<file path="src/rtl/intc_pkg.sv">
package intc_pkg;

   localparam int unsigned SRC_COUNT = 11;
   localparam int unsigned LVL_LO    = 0;
   localparam int unsigned LVL_HI    = 1;

   // Position of each source in the vector space; vector = 8 * slot + 3.
   function automatic logic [15:0] vector_of(input int unsigned idx);
      int unsigned slot;
      case (idx)
         0:       slot = 8;   // supply monitor
         1:       slot = 11;  // watchdog
         2:       slot = 0;   // external 0
         3:       slot = 6;   // ADC
         4:       slot = 1;   // timer 0
         5:       slot = 2;   // external 1
         6:       slot = 3;   // timer 1
         7:       slot = 7;   // SPI/I2C
         8:       slot = 4;   // serial
         9:       slot = 5;   // timer 2
         default: slot = 10;  // interval counter
      endcase
      return 16'(slot * 8 + 3);
   endfunction

endpackage

</file>
<file path="src/rtl/intc_qualify.sv">
module intc_qualify #(
   parameter int unsigned N_SRC   = 11,
   parameter int unsigned WDT_IDX = 1
) (
   input  logic [N_SRC-1:0] flags,
   input  logic [N_SRC-1:0] en,
   input  logic [N_SRC-1:0] hi,
   input  logic             glob_en,
   input  logic             wdt_mode,
   input  logic             wdt_nz,
   output logic [N_SRC-1:0] cand_hi,
   output logic [N_SRC-1:0] cand_lo
);

   for (genvar g = 0; g < N_SRC; g++) begin : g_src
      if (g == WDT_IDX) begin : g_wdt
         assign cand_hi[g] = flags[g] & wdt_mode & wdt_nz;
         assign cand_lo[g] = 1'b0;
      end else begin : g_std
         logic live;
         assign live       = flags[g] & en[g] & glob_en;
         assign cand_hi[g] = live & hi[g];
         assign cand_lo[g] = live & ~hi[g];
      end
   end

endmodule

</file>
<file path="src/rtl/intc_pick.sv">
module intc_pick #(
   parameter int unsigned N = 11
) (
   input  logic [N-1:0]         req,
   output logic                 valid,
   output logic [$clog2(N)-1:0] idx
);

   localparam int unsigned IW = $clog2(N);

   always_comb begin
      idx = '0;
      for (int i = N - 1; i >= 0; i--) begin
         if (req[i]) idx = IW'(i);
      end
   end

   assign valid = |req;

endmodule

</file>
<file path="src/rtl/intc_two_level.sv">
module intc_two_level #(
   parameter int unsigned N_SRC   = intc_pkg::SRC_COUNT,
   parameter int unsigned VEC_W   = 16,
   parameter int unsigned WDT_IDX = 1
) (
   input  logic              clk,
   input  logic              rst,
   input  logic [N_SRC-1:0]  irq_flags,
   input  logic [N_SRC-1:0]  src_en,
   input  logic [N_SRC-1:0]  src_hi,
   input  logic              glob_en,
   input  logic              wdt_irq_mode,
   input  logic              wdt_tmo_nz,
   input  logic              core_ack,
   input  logic              core_reti,
   output logic              int_req,
   output logic [VEC_W-1:0]  int_vector
);

   localparam int unsigned IW = $clog2(N_SRC);

   if (N_SRC != intc_pkg::SRC_COUNT) begin : g_bad_count
      $error("intc_two_level: the vector map covers exactly 11 sources");
   end
   if (VEC_W < 7 || VEC_W > 16) begin : g_bad_width
      $error("intc_two_level: VEC_W must lie in 7..16");
   end
   if (WDT_IDX >= N_SRC) begin : g_bad_wdt
      $error("intc_two_level: WDT_IDX out of range");
   end

   logic [N_SRC-1:0] cand_hi, cand_lo;
   logic             hi_valid, lo_valid;
   logic [IW-1:0]    hi_idx, lo_idx;

   logic             req_q;
   logic [VEC_W-1:0] vec_q;
   logic             lvl_q;
   logic [1:0]       isr_q, isr_n;

   logic             win_valid;
   logic             win_lvl;
   logic [IW-1:0]    win_idx;
   logic [VEC_W-1:0] win_vec;

   intc_qualify #(.N_SRC(N_SRC), .WDT_IDX(WDT_IDX)) u_qual (
      .flags   (irq_flags),
      .en      (src_en),
      .hi      (src_hi),
      .glob_en (glob_en),
      .wdt_mode(wdt_irq_mode),
      .wdt_nz  (wdt_tmo_nz),
      .cand_hi (cand_hi),
      .cand_lo (cand_lo)
   );

   intc_pick #(.N(N_SRC)) u_pick_hi (
      .req  (cand_hi),
      .valid(hi_valid),
      .idx  (hi_idx)
   );

   intc_pick #(.N(N_SRC)) u_pick_lo (
      .req  (cand_lo),
      .valid(lo_valid),
      .idx  (lo_idx)
   );

   // A level in service masks its own level and everything below it.
   always_comb begin
      win_valid = 1'b0;
      win_lvl   = 1'b0;
      win_idx   = lo_idx;
      if (hi_valid && !isr_q[intc_pkg::LVL_HI]) begin
         win_valid = 1'b1;
         win_lvl   = 1'b1;
         win_idx   = hi_idx;
      end else if (lo_valid && isr_q == 2'b00) begin
         win_valid = 1'b1;
      end
      win_vec = VEC_W'(intc_pkg::vector_of(int'(win_idx)));
   end

   always_comb begin
      isr_n = isr_q;
      if (core_reti) begin
         if (isr_q[intc_pkg::LVL_HI]) isr_n[intc_pkg::LVL_HI] = 1'b0;
         else                         isr_n[intc_pkg::LVL_LO] = 1'b0;
      end
      if (req_q && core_ack) isr_n[lvl_q] = 1'b1;
   end

   always_ff @(posedge clk) begin
      if (rst) begin
         req_q <= 1'b0;
         vec_q <= '0;
         lvl_q <= 1'b0;
         isr_q <= 2'b00;
      end else begin
         isr_q <= isr_n;
         if (req_q) begin
            if (core_ack) begin
               req_q <= 1'b0;
               vec_q <= '0;
            end
         end else if (win_valid) begin
            req_q <= 1'b1;
            vec_q <= win_vec;
            lvl_q <= win_lvl;
         end
      end
   end

   assign int_req    = req_q;
   assign int_vector = vec_q;

endmodule

</file>
<file path="config.mk">
export PLATFORM = sky130hd
export DESIGN_NAME = intc_two_level
export DESIGN_NICKNAME = d
export VERILOG_FILES = /design/src/rtl/intc_pkg.sv /design/src/rtl/intc_qualify.sv /design/src/rtl/intc_pick.sv /design/src/rtl/intc_two_level.sv
export SDC_FILE = /design/constraint.sdc
export NUM_CORES = 1
export LEC_CHECK = 0
export BUFFER_PORTS_ARGS = -buffer_cell sky130_fd_sc_hd__buf_2
export CORE_UTILIZATION = 43
export DETAILED_ROUTE_END_ITERATION = 6
export HOLD_SLACK_MARGIN = 0.03
export PLACE_DENSITY_LB_ADDON = 0.1
export SLEW_MARGIN = 5
export SYNTH_ARGS = -nofsm -noshare
export SYNTH_HDL_FRONTEND = slang
export SYNTH_SLANG_ARGS = --single-unit
</file>
<file path="constraint.sdc">
create_clock -name clk -period 2.6 [get_ports clk]
set_input_delay 0.52 -clock clk [delete_from_list [all_inputs] [get_ports clk]]
set_output_delay 0.52 -clock clk [all_outputs]
set_load 0.02 [all_outputs]
</file>
==> impl_metrics.toml <==
[yosys]
syn_area_per_cell_sq_um = 8.03
synth_area_leader_cell = "dfxtp_1"
syn_inst = 120
synth_area_leaders = "dfxtp_1 (19%), buf_4 (10%), and4b_1 (5.2%), a21oi_1 (4.7%), and4_1 (4.5%)"
yosys_register_bits = 9
synth_edf_count = 0
netlist_area_sq_um = 963
yosysMostFrequentCell = "buf_4"
yosys_warnings = 0
ys_seq_area_frac = 0.187
netlist_top_cells_count = "buf_4 (13), nor2_1 (11), a21oi_1 (9), dfxtp_1 (9), nand4_1 (7)"
synth_async_sr_flop_share = 0
yosys_most_used_dff = "dfxtp_1"
synth.top_cell.area_share = 0.187
synth.distinct_cells = 43

[critical_path]
cp-start-kind = "input pin"
cp_slowest_cell = "or3b_1"
cp_cell_sequence = "buf_2 > and4b_1 > nor4_2 > or3b_1 > a21o_1 > nand2b_1 > nor2_1 > a32o_1"
worstPathMaxFanout = 24
arrival_ns = 2.46
crit_buf_inv = 1
slowest_delay_ns = 0.40
crit_type = "in2reg"
endpoint_kind = "flip-flop"
critPathTopFamily = "simple AND/OR/NAND/NOR gates"
required_ns = 2.75

[cts]
cts_setup_buffers = 0
cts_max_level = 1
clockRootBuffer = "clkbuf_4"
clkTransAtPathRegs_ns = 0.06
cts.sinks = 9
cts_tree = "done"
clock_tree.buffer_depth = 2
cts_resized = 0
cts_buffers = 3
holdBufCountCts = 0
clk-insertion-delay-late_ns = 0.25

[placed_design]
place.gp.congestion = 0.787
port_buffers = 44
placed_cells = 189
dpl.hpwl_mm = 2.01
postPlaceCellArea_sq_mm = 0.00117

[timing]
final-setup-viol-count = 0
timing.fmax_mhz = 432
rsz0062_at_grt = "false"
fin_crit_sh = 0.891
fin_worst_skew_ns = 0.00251
fin_crit_ns = 2.32
hold_violations = 0
hold_ws_ns = 0.487
slew_violations = 0
fin_setup_tns_ns = 0

[grt]
antenna_found_initial = 0
grt_pass1_vias = 1005
overflow = 0
grt_max_degree = 25
grt_pass1_wl_mm = 3.86
grt_usage = 0.199

[floorplan]
die_w_microns = 49.3
start_util = 0.472
pin_count = 57
core_area_sq_mm = 0.00204
rows = 16
die_area_sq_mm = 0.00243
chipHeight_microns = 49.3

[layout]
n_fill_cell = 233
area_growth_pct = 24.0
antenna_cells = 0
final_area_sq_mm = 0.00119
final_nets = 207
drive_gt1_frac = 0.337
post_layout_nonfiller_instances = 193
final_util = 0.585

[routing]
viasPerCell = 5.66
drtIter0Drc = 30
vias = 1092
postRouteWirelength_mm = 2.32
drc = 0
dr.pass1.iters = 3
wl_per_cell_microns = 12.0
ant_nets = 0

[pwr]
power_density_mw_per_mm2 = 421
ir_drop_v = 0.000381
p_leak_nw = 0.553

[hold_path]
holdCritPathClass = "reg2reg"

[outcome]
outcome = "completed"

[run]
maxCapViolations = 0
## metal layers
layer / vias to the layer above / routed length [microns] / track usage
met3: 0 / 106 / 0.0436
met5: - / 0 / 0
met4: 0 / 0 / 0.0196
met2: 33 / 1190 / 0.393
li1: 555 / - / -
met1: 504 / 1020 / 0.219
## final timing paths
check                                    startpoint                    endpoint  slack (ns)  cells past startpoint
worst max-delay path                        glob_en  int_vector[6]$_SDFFE_PP0P_        0.28                      8
worst min-delay path            isr_q[0]$_SDFF_PP0_         isr_q[0]$_SDFF_PP0_        0.49                      2
worst max register to register  isr_q[1]$_SDFF_PP0_  int_vector[6]$_SDFFE_PP0P_        0.87                      6
worst min register to register  isr_q[0]$_SDFF_PP0_         isr_q[0]$_SDFF_PP0_        0.49                      2
## metrics by stage
step                power (mW)  setup WS [ns]
floorplan                0.335          0.351
global placement         0.394         0.0480
detailed placement       0.401         0.0350
CTS                      0.508          0.301
global route             0.543          0.136
finish                   0.503          0.284
## power by group
part / internal [mW] / leakage (nW) / switching (mW)
clock network: 0.0591 / 0.0150 / 0.0475
logic: 0.0976 / 0.464 / 0.129
registers: 0.157 / 0.0743 / 0.0129
total: 0.314 / 0.553 / 0.189
## cell usage in the layout (no fill, tap or decap), types with 2 or more instances in the layout
master and n:
a21oi_1 9, nand2_1 3, nor3b_1 2, o21ai_0 5, o31ai_1 2, nand4b_1 4
and4_1 5, inv_1 2, o21a_1 3, nor2b_1 3, a31oi_1 2, nand4_1 7
a211oi_1 2, a32o_1 2, clkbuf_4 3, nand3_1 5, and4b_1 5, and3_1 2
buf_4 2, conb_1 10, nor2_1 11, dfxtp_1 9, o211ai_1 2, buf_2 44
## state kept, by name (all words and copies together) (netlist names)
| name | count |
|---|---|
| int_req | 1 |
| isr_q | 2 |
| int_vector | 5 |
| lvl_q | 1 |
## logic make-up (layout without fill, tap and decap cells)
group / count (synthesis) / count (layout) / synth area share
and+or+nand+nor: 55 / 55 / 0.396
AOI/OAI and AO/OA: 37 / 37 / 0.275
buffers and inverters: 15 / 52 / 0.109
DFF: 9 / 9 / 0.187
xor gates and xnor gates: 2 / 2 / 0.0182
other: 1 / 10 / 0.00389
muxes: 1 / 1 / 0.0104
## layout make-up
type / instances / area, sq um / area share
Clock buffer: 4 / 26.3 / 0.0220
Inverter: 2 / 7.51 / 0.00628
Multi-Input combinational cell: 105 / 712 / 0.596
Sequential cell: 9 / 180 / 0.151
Tap cell: 27 / 33.8 / 0.0283
Timing Repair Buffer: 46 / 235 / 0.197
## worst register-to-register path: stages (launching register included)
cell and delay, ns:
dfxtp_1 0.47, a31oi_1 0.10, o32ai_1 0.28, o21ai_0 0.20
nor3b_1 0.19, xor2_1 0.14, a32o_1 0.23
No activity file was read; power rests on OpenSTA's default activity.
